$ cat config.mk
export PLATFORM = sky130hd
export DESIGN_NAME = retire_buffer
export DESIGN_NICKNAME = d
export VERILOG_FILES = /design/src/rtl/rob_pkg.sv /design/src/rtl/rob_slots.sv /design/src/rtl/rob_ctrl.sv /design/src/rtl/retire_buffer.sv
export SDC_FILE = /design/constraint.sdc
export NUM_CORES = 1
export LEC_CHECK = 0
export CAP_MARGIN = 0
export CORE_UTILIZATION = 40
export DETAILED_ROUTE_END_ITERATION = 12
export DONT_BUFFER_PORTS = 1
export PLACE_DENSITY_LB_ADDON = 0.15
export SETUP_SLACK_MARGIN = 0.05
export SLEW_MARGIN = 20
export SYNTH_ARGS = -nofsm -noshare
export SYNTH_HDL_FRONTEND = slang
export SYNTH_SLANG_ARGS = --single-unit
$ cat constraint.sdc
create_clock -name clk -period 6.7 [get_ports clk]
set_clock_uncertainty 0.2 [all_clocks]
set_input_delay 1.005 -clock clk [delete_from_list [all_inputs] [get_ports clk]]
set_output_delay 1.005 -clock clk [all_outputs]
set_load 0.005 [all_outputs]
$ cat src/rtl/rob_pkg.sv
package rob_pkg;

  typedef enum logic [1:0] {
    KIND_REG    = 2'd0,
    KIND_STORE  = 2'd1,
    KIND_BRANCH = 2'd2,
    KIND_HALT   = 2'd3
  } robKind_e;

  // strobes from control to the slot storage
  typedef struct packed {
    logic alloc;
    logic pop;
    logic flush;
  } robStrobes_t;

endpackage

$ cat src/rtl/rob_slots.sv
module rob_slots
  import rob_pkg::*;
#(
  parameter int DEPTH  = 6,
  parameter int TAG_W  = 3,
  parameter int DATA_W = 32,
  parameter int REG_W  = 5,
  parameter int NCDB   = 2
) (
  input  logic                  clk,
  input  logic                  rstN,
  input  robStrobes_t           strobes,
  input  logic [TAG_W-1:0]      tailTag,
  input  logic [TAG_W-1:0]      headTag,
  input  robKind_e              allocKind,
  input  logic [REG_W-1:0]      allocDest,
  input  logic [NCDB-1:0]       cdbValid,
  input  logic [NCDB*TAG_W-1:0] cdbTag,
  input  logic [NCDB*DATA_W-1:0] cdbValue,
  input  logic [NCDB*DATA_W-1:0] cdbAddr,
  input  logic [NCDB-1:0]       cdbTaken,
  input  logic [TAG_W-1:0]      lookupTag,
  output logic                  lookupReady,
  output logic [DATA_W-1:0]     lookupValue,
  output logic                  headValid,
  output logic                  headReady,
  output robKind_e              headKind,
  output logic [REG_W-1:0]      headDest,
  output logic [DATA_W-1:0]     headValue,
  output logic [DATA_W-1:0]     headAddr,
  output logic                  headTaken
);

  logic              validQ [DEPTH];
  logic              readyQ [DEPTH];
  robKind_e          kindQ  [DEPTH];
  logic [REG_W-1:0]  destQ  [DEPTH];
  logic [DATA_W-1:0] valueQ [DEPTH];
  logic [DATA_W-1:0] addrQ  [DEPTH];
  logic              takenQ [DEPTH];

  always_ff @(posedge clk) begin
    for (int e = 0; e < DEPTH; e++) begin
      if (!rstN || strobes.flush) begin
        validQ[e] <= 1'b0;
        readyQ[e] <= 1'b0;
      end else begin
        for (int p = 0; p < NCDB; p++) begin
          if (cdbValid[p] && validQ[e] && cdbTag[p*TAG_W +: TAG_W] == TAG_W'(e)) begin
            readyQ[e] <= 1'b1;
            valueQ[e] <= cdbValue[p*DATA_W +: DATA_W];
            addrQ[e]  <= cdbAddr[p*DATA_W +: DATA_W];
            takenQ[e] <= cdbTaken[p];
          end
        end
        if (strobes.alloc && tailTag == TAG_W'(e)) begin
          validQ[e] <= 1'b1;
          readyQ[e] <= (allocKind == KIND_HALT);
          kindQ[e]  <= allocKind;
          destQ[e]  <= allocDest;
          takenQ[e] <= 1'b0;
        end
        if (strobes.pop && headTag == TAG_W'(e)) begin
          validQ[e] <= 1'b0;
          readyQ[e] <= 1'b0;
        end
      end
    end
  end

  assign headValid   = validQ[headTag];
  assign headReady   = readyQ[headTag];
  assign headKind    = kindQ[headTag];
  assign headDest    = destQ[headTag];
  assign headValue   = valueQ[headTag];
  assign headAddr    = addrQ[headTag];
  assign headTaken   = takenQ[headTag];
  assign lookupReady = validQ[lookupTag] && readyQ[lookupTag];
  assign lookupValue = valueQ[lookupTag];

  // an allocation never lands on a slot still in use
  assert_alloc_free_R2: assert property (@(posedge clk) disable iff (!rstN)
    strobes.alloc |-> !validQ[tailTag]);

  // a retiring slot was live and complete
  assert_pop_complete_R4: assert property (@(posedge clk) disable iff (!rstN)
    strobes.pop |-> (validQ[headTag] && readyQ[headTag]));

endmodule

$ cat src/rtl/rob_ctrl.sv
module rob_ctrl
  import rob_pkg::*;
#(
  parameter int DEPTH = 6,
  parameter int TAG_W = 3
) (
  input  logic             clk,
  input  logic             rstN,
  input  logic             allocValid,
  input  logic             headValid,
  input  logic             headReady,
  input  robKind_e         headKind,
  input  logic             headTaken,
  output robStrobes_t      strobes,
  output logic [TAG_W-1:0] headTag,
  output logic [TAG_W-1:0] tailTag,
  output logic             allocReady,
  output logic             regWe,
  output logic             memWrite,
  output logic             memFinish,
  output logic             flush,
  output logic             haltRetired
);

  localparam int CNT_W = $clog2(DEPTH + 1);
  localparam logic [CNT_W-1:0] FULL   = CNT_W'(DEPTH);
  localparam logic [TAG_W-1:0] LAST   = TAG_W'(DEPTH - 1);

  typedef enum logic {ST_IDLE, ST_STORE2} retState_e;

  retState_e        state;
  logic [CNT_W-1:0] count;
  logic             headLive, idle, storeFirst, branchQuiet, doAlloc, doPop;

  function automatic logic [TAG_W-1:0] bump(input logic [TAG_W-1:0] p);
    return (p == LAST) ? '0 : p + 1'b1;
  endfunction

  assign idle        = (state == ST_IDLE);
  assign headLive    = headValid && headReady;
  assign storeFirst  = idle && headLive && headKind == KIND_STORE;
  assign regWe       = idle && headLive && headKind == KIND_REG;
  assign flush       = idle && headLive && headKind == KIND_BRANCH && headTaken;
  assign branchQuiet = idle && headLive && headKind == KIND_BRANCH && !headTaken;
  assign haltRetired = idle && headLive && headKind == KIND_HALT;
  assign memFinish   = (state == ST_STORE2);
  assign memWrite    = storeFirst || memFinish;
  assign allocReady  = (count != FULL);
  assign doAlloc     = allocValid && allocReady && !flush;
  assign doPop       = regWe || memFinish || branchQuiet || haltRetired;

  assign strobes.alloc = doAlloc;
  assign strobes.pop   = doPop;
  assign strobes.flush = flush;

  always_ff @(posedge clk) begin
    if (!rstN || flush) begin
      headTag <= '0;
      tailTag <= '0;
      count   <= '0;
      state   <= ST_IDLE;
    end else begin
      if (doPop)   headTag <= bump(headTag);
      if (doAlloc) tailTag <= bump(tailTag);
      count <= count + CNT_W'(doAlloc) - CNT_W'(doPop);
      state <= storeFirst ? ST_STORE2 : ST_IDLE;
    end
  end

  assert_count_bound_R2: assert property (@(posedge clk) disable iff (!rstN)
    count <= FULL);

  assert_one_retire_R4: assert property (@(posedge clk) disable iff (!rstN)
    $onehot0({regWe, memFinish, branchQuiet, flush, haltRetired}));

  assert_store_second_R6: assert property (@(posedge clk) disable iff (!rstN)
    storeFirst |=> (memFinish && memWrite));

  assert_store_origin_R6: assert property (@(posedge clk) disable iff (!rstN)
    memFinish |-> $past(storeFirst));

  assert_flush_empty_R7: assert property (@(posedge clk) disable iff (!rstN)
    flush |=> (count == '0 && !headValid));

endmodule

$ cat src/rtl/retire_buffer.sv
module retire_buffer
  import rob_pkg::*;
#(
  parameter int DEPTH  = 6,
  parameter int DATA_W = 32,
  parameter int REG_W  = 5,
  parameter int NCDB   = 2,
  localparam int TAG_W = $clog2(DEPTH)
) (
  input  logic                   clk,
  input  logic                   rstN,
  input  logic                   allocValid,
  input  logic [1:0]             allocKind,
  input  logic [REG_W-1:0]       allocDest,
  output logic                   allocReady,
  output logic [TAG_W-1:0]       allocTag,
  input  logic [NCDB-1:0]        cdbValid,
  input  logic [NCDB*TAG_W-1:0]  cdbTag,
  input  logic [NCDB*DATA_W-1:0] cdbValue,
  input  logic [NCDB*DATA_W-1:0] cdbAddr,
  input  logic [NCDB-1:0]        cdbTaken,
  input  logic [TAG_W-1:0]       lookupTag,
  output logic                   lookupReady,
  output logic [DATA_W-1:0]      lookupValue,
  output logic                   regWe,
  output logic [REG_W-1:0]       regAddr,
  output logic [DATA_W-1:0]      regData,
  output logic                   memWrite,
  output logic                   memFinish,
  output logic [DATA_W-1:0]      memAddr,
  output logic [DATA_W-1:0]      memData,
  output logic                   flush,
  output logic [DATA_W-1:0]      redirectPc,
  output logic                   haltRetired
);

  robStrobes_t       strobes;
  logic [TAG_W-1:0]  headTag, tailTag;
  logic              headValid, headReady, headTaken;
  robKind_e          headKind;
  logic [REG_W-1:0]  headDest;
  logic [DATA_W-1:0] headValue, headAddr;

  rob_ctrl #(.DEPTH(DEPTH), .TAG_W(TAG_W)) ctrl (
    .clk(clk), .rstN(rstN), .allocValid(allocValid),
    .headValid(headValid), .headReady(headReady), .headKind(headKind),
    .headTaken(headTaken), .strobes(strobes), .headTag(headTag),
    .tailTag(tailTag), .allocReady(allocReady), .regWe(regWe),
    .memWrite(memWrite), .memFinish(memFinish), .flush(flush),
    .haltRetired(haltRetired)
  );

  rob_slots #(.DEPTH(DEPTH), .TAG_W(TAG_W), .DATA_W(DATA_W),
              .REG_W(REG_W), .NCDB(NCDB)) slots (
    .clk(clk), .rstN(rstN), .strobes(strobes), .tailTag(tailTag),
    .headTag(headTag), .allocKind(robKind_e'(allocKind)),
    .allocDest(allocDest), .cdbValid(cdbValid), .cdbTag(cdbTag),
    .cdbValue(cdbValue), .cdbAddr(cdbAddr), .cdbTaken(cdbTaken),
    .lookupTag(lookupTag), .lookupReady(lookupReady),
    .lookupValue(lookupValue), .headValid(headValid),
    .headReady(headReady), .headKind(headKind), .headDest(headDest),
    .headValue(headValue), .headAddr(headAddr), .headTaken(headTaken)
  );

  assign allocTag   = tailTag;
  assign regAddr    = headDest;
  assign regData    = headValue;
  assign memAddr    = headAddr;
  assign memData    = headValue;
  assign redirectPc = headAddr;

  // nothing leaves the buffer while reset is held
  assert_reset_quiet_R1: assert property (@(posedge clk)
    !rstN |=> !(regWe || memWrite || flush || haltRetired));

endmodule

==> results of run 1 <==
## worst max-delay path, delay by kind of cell, from the launching register on
family	cells	cell delay (ns)
DFF	1	0.91
muxes	3	1.32
buffers and inverters	1	0.58
AOI/OAI and AO/OA	1	0.76
and+or+nand+nor	2	0.85
## synth_stat cells (2+ instances only)
master	instances	area, um2
edfxtp_1	444	13300
mux2_4	197	2960
mux2_1	142	1600
mux2i_1	105	1050
mux4_2	104	2340
nand2_1	96	360
o21ai_0	81	405
buf_4	72	541
nor2_1	69	259
a21oi_1	49	245
mux2_2	49	552
clkbuf_1	38	143
buf_6	26	293
buf_2	20	100
buf_1	17	63.8
nand3_1	16	80.1
dfxtp_1	13	260
inv_1	12	45.0
and2_1	10	62.6
nand4_1	9	56.3
a31oi_1	8	50.1
nor2b_1	7	43.8
and3_1	5	31.3
ha_1	4	50.1
nand3b_1	3	22.5
a211oi_1	2	15.0
a31o_2	2	17.5
nand2b_1	2	12.5
or3_1	2	12.5
xnor2_1	2	17.5
## final timing paths
check	startpoint	to	slack, ns	cells past startpoint
max	flop	slots.valueQ[2][31]$_DFFE_PP_	1.75	7
min	allocKind[1]	slots.kindQ[1][1]$_DFFE_PP_	0.30	0
max reg2reg	flop	slots.valueQ[2][31]$_DFFE_PP_	1.75	7
min reg2reg	ctrl.tailTag[1]$_SDFFE_PP0N_	ctrl.tailTag[1]$_SDFFE_PP0N_	0.36	2
## power by group
part | internal, uW | switching, uW | total [uW]
combinational | 286 | 241 | 527
clock | 1610 | 1180 | 2780
sequential | 3190 | 40.1 | 3230
total | 5080 | 1460 | 6540
## routing by layer
layer,GRT usage [%],vias up,part of all wire [%]
met5,0,-,0
li1,-,6122,-
met2,35.4,320,51
met4,5.14,0,1.9
met1,24.8,7112,42
met3,3.42,85,4.8
## flip-flops by register name (all words and copies together), names as in the netlist, named ones only
| name | cells |
|---|---|
| ctrl.count | 3 |
| slots.readyQ | 6 |
| slots.kindQ | 12 |
| slots.destQ | 30 |
| ctrl.memFinish | 1 |
| slots.takenQ | 6 |
| slots.validQ | 6 |
| slots.valueQ | 192 |
| ctrl.tailTag | 3 |
| ctrl.headTag | 3 |
| slots.addrQ | 192 |
## cell type report
cell class              count  area, um2
flip-flops and latches    457      13600
fillers                  5509      34900
well taps                 837       1050
clock buffers              66       1420
multi-input cells         989      10600
inverters                  12       47.5
repair buffers             25        225
clock inverters            29        223
## through the flow
| stage | area (um2) | hold WS, ns |
|---|---|---|
| after floorplan | 25300 | 0.298 |
| after global placement | 25500 | 0.336 |
| after detailed placement | 25500 | 0.340 |
| after CTS | 27100 | 0.261 |
| after global routing | 27100 | 0.270 |
| final | 27100 | 0.300 |
## logic make-up (layout without fill, tap and decap cells)
family | after synthesis | in the layout | share of synthesized area [%]
AOI/OAI and AO/OA | 155 | 155 | 3.39
buffers and inverters | 185 | 132 | 4.69
and+or+nand+nor | 229 | 229 | 4.07
muxes | 597 | 597 | 33.7
adders and majority gates | 5 | 5 | 0.277
xor gates and xnor gates | 3 | 3 | 0.104
DFF | 457 | 457 | 53.8
==> results_dict.tcl, run 1 <==
set metrics [dict create \
    core-area_um2 62100 \
    fin_nets 1694 \
    routed_via_density 5.65 \
    status "finished, final reports clean" \
    max_slew_margin_pct 29.2 \
    final_core_util_pct 43.7 \
    die_area_um2 64200 \
    setup_ws_ns 1.75 \
    grt_pass1_wl_mm 94.0 \
    overflow 0 \
    synth_edf_count 444 \
    worst_setup_path_start_kind "flop" \
    rsz0062_at_grt "false" \
    synth_seq_area_share_pct 53.8 \
    drv_slew 0 \
    setup_viol 0 \
    min_path_type "input pin to flop" \
    grt_pass1_vias 14400 \
    grt_use_total_pct 19.9 \
    ir_worst_vdd_uv 219 \
    powerDensity_nw_per_um2 241 \
    syn-num-nets 1787 \
    start_util_pct 40.7 \
    crit_fanout 47 \
    vias 13600 \
    grt_max_degree 80 \
    die_w_um 253 \
    cts_sinks 457 \
    ys.flop_type "edfxtp_1" \
    end_kind "flop" \
    ant_nets 0 \
    cts-htree-levels 2 \
    synth_seq_cells 457 \
    p_total_uw 6540 \
    hold_viol 0 \
    area_growth_pct 7.43 \
    synthArstFlopShare_pct 0 \
    ios 326 \
    ys_warn_count 0 \
    initialDrtViolationCount 842 \
    cap_viol_max_count 0 \
    period_minus_slack_ns 4.95 \
    routabilityCongestion 0.829 \
    post-route-period-util_pct 73.9 \
    tightest_slew_ns 1.06 \
    clk_latency_ns 0.60 \
    final_cell_mix "444 x edfxtp_1, 197 x mux2_4, 142 x mux2_1, 105 x mux2i_1, 104 x mux4_2" \
    drive_above_1_share_pct 29.8 \
    root_buffer "clkbuf_16" \
    syn_inst 1631 \
    cp_slowest_stage_delay_ns 0.91 \
    totalNegativeSetupSlack_ns 0 \
    post_cts_resized 0 \
    antenna_cells 0 \
    numCtsBuffers 53 \
    finalWirelength_mm 64.4 \
    post-place-cells 2319 \
    dpl_worst_slack_ns 1.70 \
    row_count 91 \
    synth_area_per_cell_um2 15.5 \
    synth_area_um2 25300 \
    crit_path_top_delay_cell "dfxtp_4" \
    p_leak_uw 0.00964 \
    max_freq_ghz 0.202 \
    critical_path.cell_chain "mux2_1 > mux4_2 > nand2_1 > o21a_1 > nand2_4 > buf_4 > mux2_1" \
    final_cells 2415 \
    die_h_um 253 \
    antenna_found_initial 0 \
    dpl.hpwl_mm 38.3 \
    crit_top_cell "mux2_1" \
    port_buffers 0 \
    wire_per_inst_um 26.7 \
    drc 0 \
    postCtsSetupBuffers 0 \
    clock_path_buffers 3 \
    yosys.cell_types.count 55 \
    cp_data_arrival_time_ns 5.09 \
    hold_buffers 0 \
    clk_pin_slew_ns 0.07 \
    crit_type "flop to flop" \
    final_common_cell "edfxtp_1" \
    dr.pass1.iters 5 \
    required_ns 6.84 \
    tritoncts "done" \
]
(Power assumes the default switching activity.)
==> run 2: changes to the inputs <==
Clock period 6.7 ns to 4.6 ns, I/O delays scaled along.
==> results_dict.tcl, run 2 (synthesis results as in run 1) <==
set metrics [dict create \
    status "finished, final reports clean" \
    final_common_cell "edfxtp_1" \
    die_h_um 253 \
    crit_fanout 47 \
    dpl_cell_area_um2 25700 \
    die_w_um 253 \
    final_cells 2433 \
    tritoncts "done" \
    wire_per_inst_um 26.5 \
    post-place-cells 2326 \
    max_slew_margin_pct 34.3 \
    antenna_cells 0 \
    root_buffer "clkbuf_16" \
    totalNegativeSetupSlack_ns 0 \
    rsz0062_at_grt "false" \
    end_kind "output pin" \
    vias 13600 \
    worst_setup_path_start_kind "flop" \
    grt_pass1_vias 14300 \
    final_core_util_pct 44.2 \
    setup_viol 0 \
    post-route-period-util_pct 88.4 \
    grt_max_degree 73 \
    powerDensity_nw_per_um2 349 \
    crit_type "flop to output pin" \
    max_freq_ghz 0.246 \
    cts_sinks 457 \
    cap_viol_max_count 0 \
    min_path_type "input pin to flop" \
    period_minus_slack_ns 4.07 \
    clk_latency_ns 0.58 \
    clock_path_buffers 3 \
    p_total_uw 9580 \
    post_cts_resized 0 \
    fin_nets 1708 \
    ant_nets 0 \
    routabilityCongestion 0.794 \
    tightest_slew_ns 0.977 \
    initialDrtViolationCount 835 \
    clk_pin_slew_ns 0.06 \
    dr.pass1.iters 5 \
    drc 0 \
    routed_via_density 5.58 \
    largestRegisters "slots.addrQ x192, slots.valueQ x192, slots.destQ x30" \
    row_count 91 \
    die_area_um2 64200 \
    p_leak_uw 0.00977 \
    final_area_um2 27400 \
    ir_worst_vdd_uv 281 \
    drive_above_1_share_pct 29.5 \
    grt_pass1_wl_mm 94.1 \
    cp_data_arrival_time_ns 3.18 \
    area_growth_pct 8.53 \
    postCtsSetupBuffers 0 \
    cts-htree-levels 2 \
    required_ns 3.71 \
    antenna_found_initial 0 \
    port_buffers 0 \
    ios 326 \
    final_cell_mix "444 x edfxtp_1, 197 x mux2_4, 142 x mux2_1, 105 x mux2i_1, 104 x mux4_2" \
    overflow 0 \
    drv_slew 0 \
    dpl.hpwl_mm 36.9 \
    start_util_pct 40.7 \
    hold_viol 0 \
    finalWirelength_mm 64.5 \
    grt_use_total_pct 20.0 \
    core-area_um2 62100 \
    numCtsBuffers 54 \
]
run 2: cell types whose count changed in the layout (fill, tap and decap cells not counted), sizes merged:
cell,previous run,this run
buf,25,31
bufinv,3,2
clkbuf,66,76
clkinv,22,21
clkinvlp,3,1
dlygate4sd3,0,7
inv,13,12
run 2: cell type report:
cell class / count / area, um2
Inverter: 12 / 47.5
Clock buffer: 76 / 1520
Tap cell: 837 / 1050
Fill cell: 5528 / 34600
Timing Repair Buffer: 38 / 465
Clock inverter: 24 / 159
Sequential cell: 457 / 13600
Multi-Input combinational cell: 989 / 10600
run 2: worst max-delay path: stages, from the launching register on:
cell     delay, ns
dfxtp_4       0.74
buf_4         0.86
mux4_2        0.60
nand2_1       0.07
o21ai_0       0.29
run 2: routing by layer:
layer  GRT usage, %  vias up  wire length, um  part of all wire (%)
li1               -     6141                -                     -
met1           24.5     6989            26200                    41
met2           35.1      372            32500                    50
met3           5.32       67             4820                   7.5
met4           4.35        0             1050                   1.6
met5              0        -                0                     0
run 2: final timing paths:
| path | startpoint | endpoint | slack [ns] | depth (start not counted) |
|---|---|---|---|---|
| setup / recovery | flop | redirectPc[0] | 0.53 | 4 |
| hold / removal | cdbAddr[48] | slots.addrQ[5][16]$_DFFE_PP_ | 0.09 | 1 |
| setup reg to reg | flop | ctrl.count[2]$_SDFF_PP0_ | 0.97 | 12 |
| hold reg to reg | ctrl.tailTag[1]$_SDFFE_PP0N_ | ctrl.tailTag[1]$_SDFFE_PP0N_ | 0.34 | 2 |
run 2: repair_timing:
item	4_1_cts	5_1_grt
hold endpoints to repair	42	0
hold buffers	7	0
setup endpoints to repair	0	0
run 2: per-stage QoR:
stage,setup slack (ns),hold WS (ns)
detailed placement,0.949,0.338
finish,0.531,0.0945
floorplan,-0.652,0.298
CTS,0.373,0.0460
global route,0.254,0.0574
global placement,0.960,0.333
run 2: where the power goes:
part,internal [uW],leakage [uW],switching (uW)
Clock,2390,0.000815,1700
Sequential,4650,0.00413,53.7
Combinational,425,0.00483,355
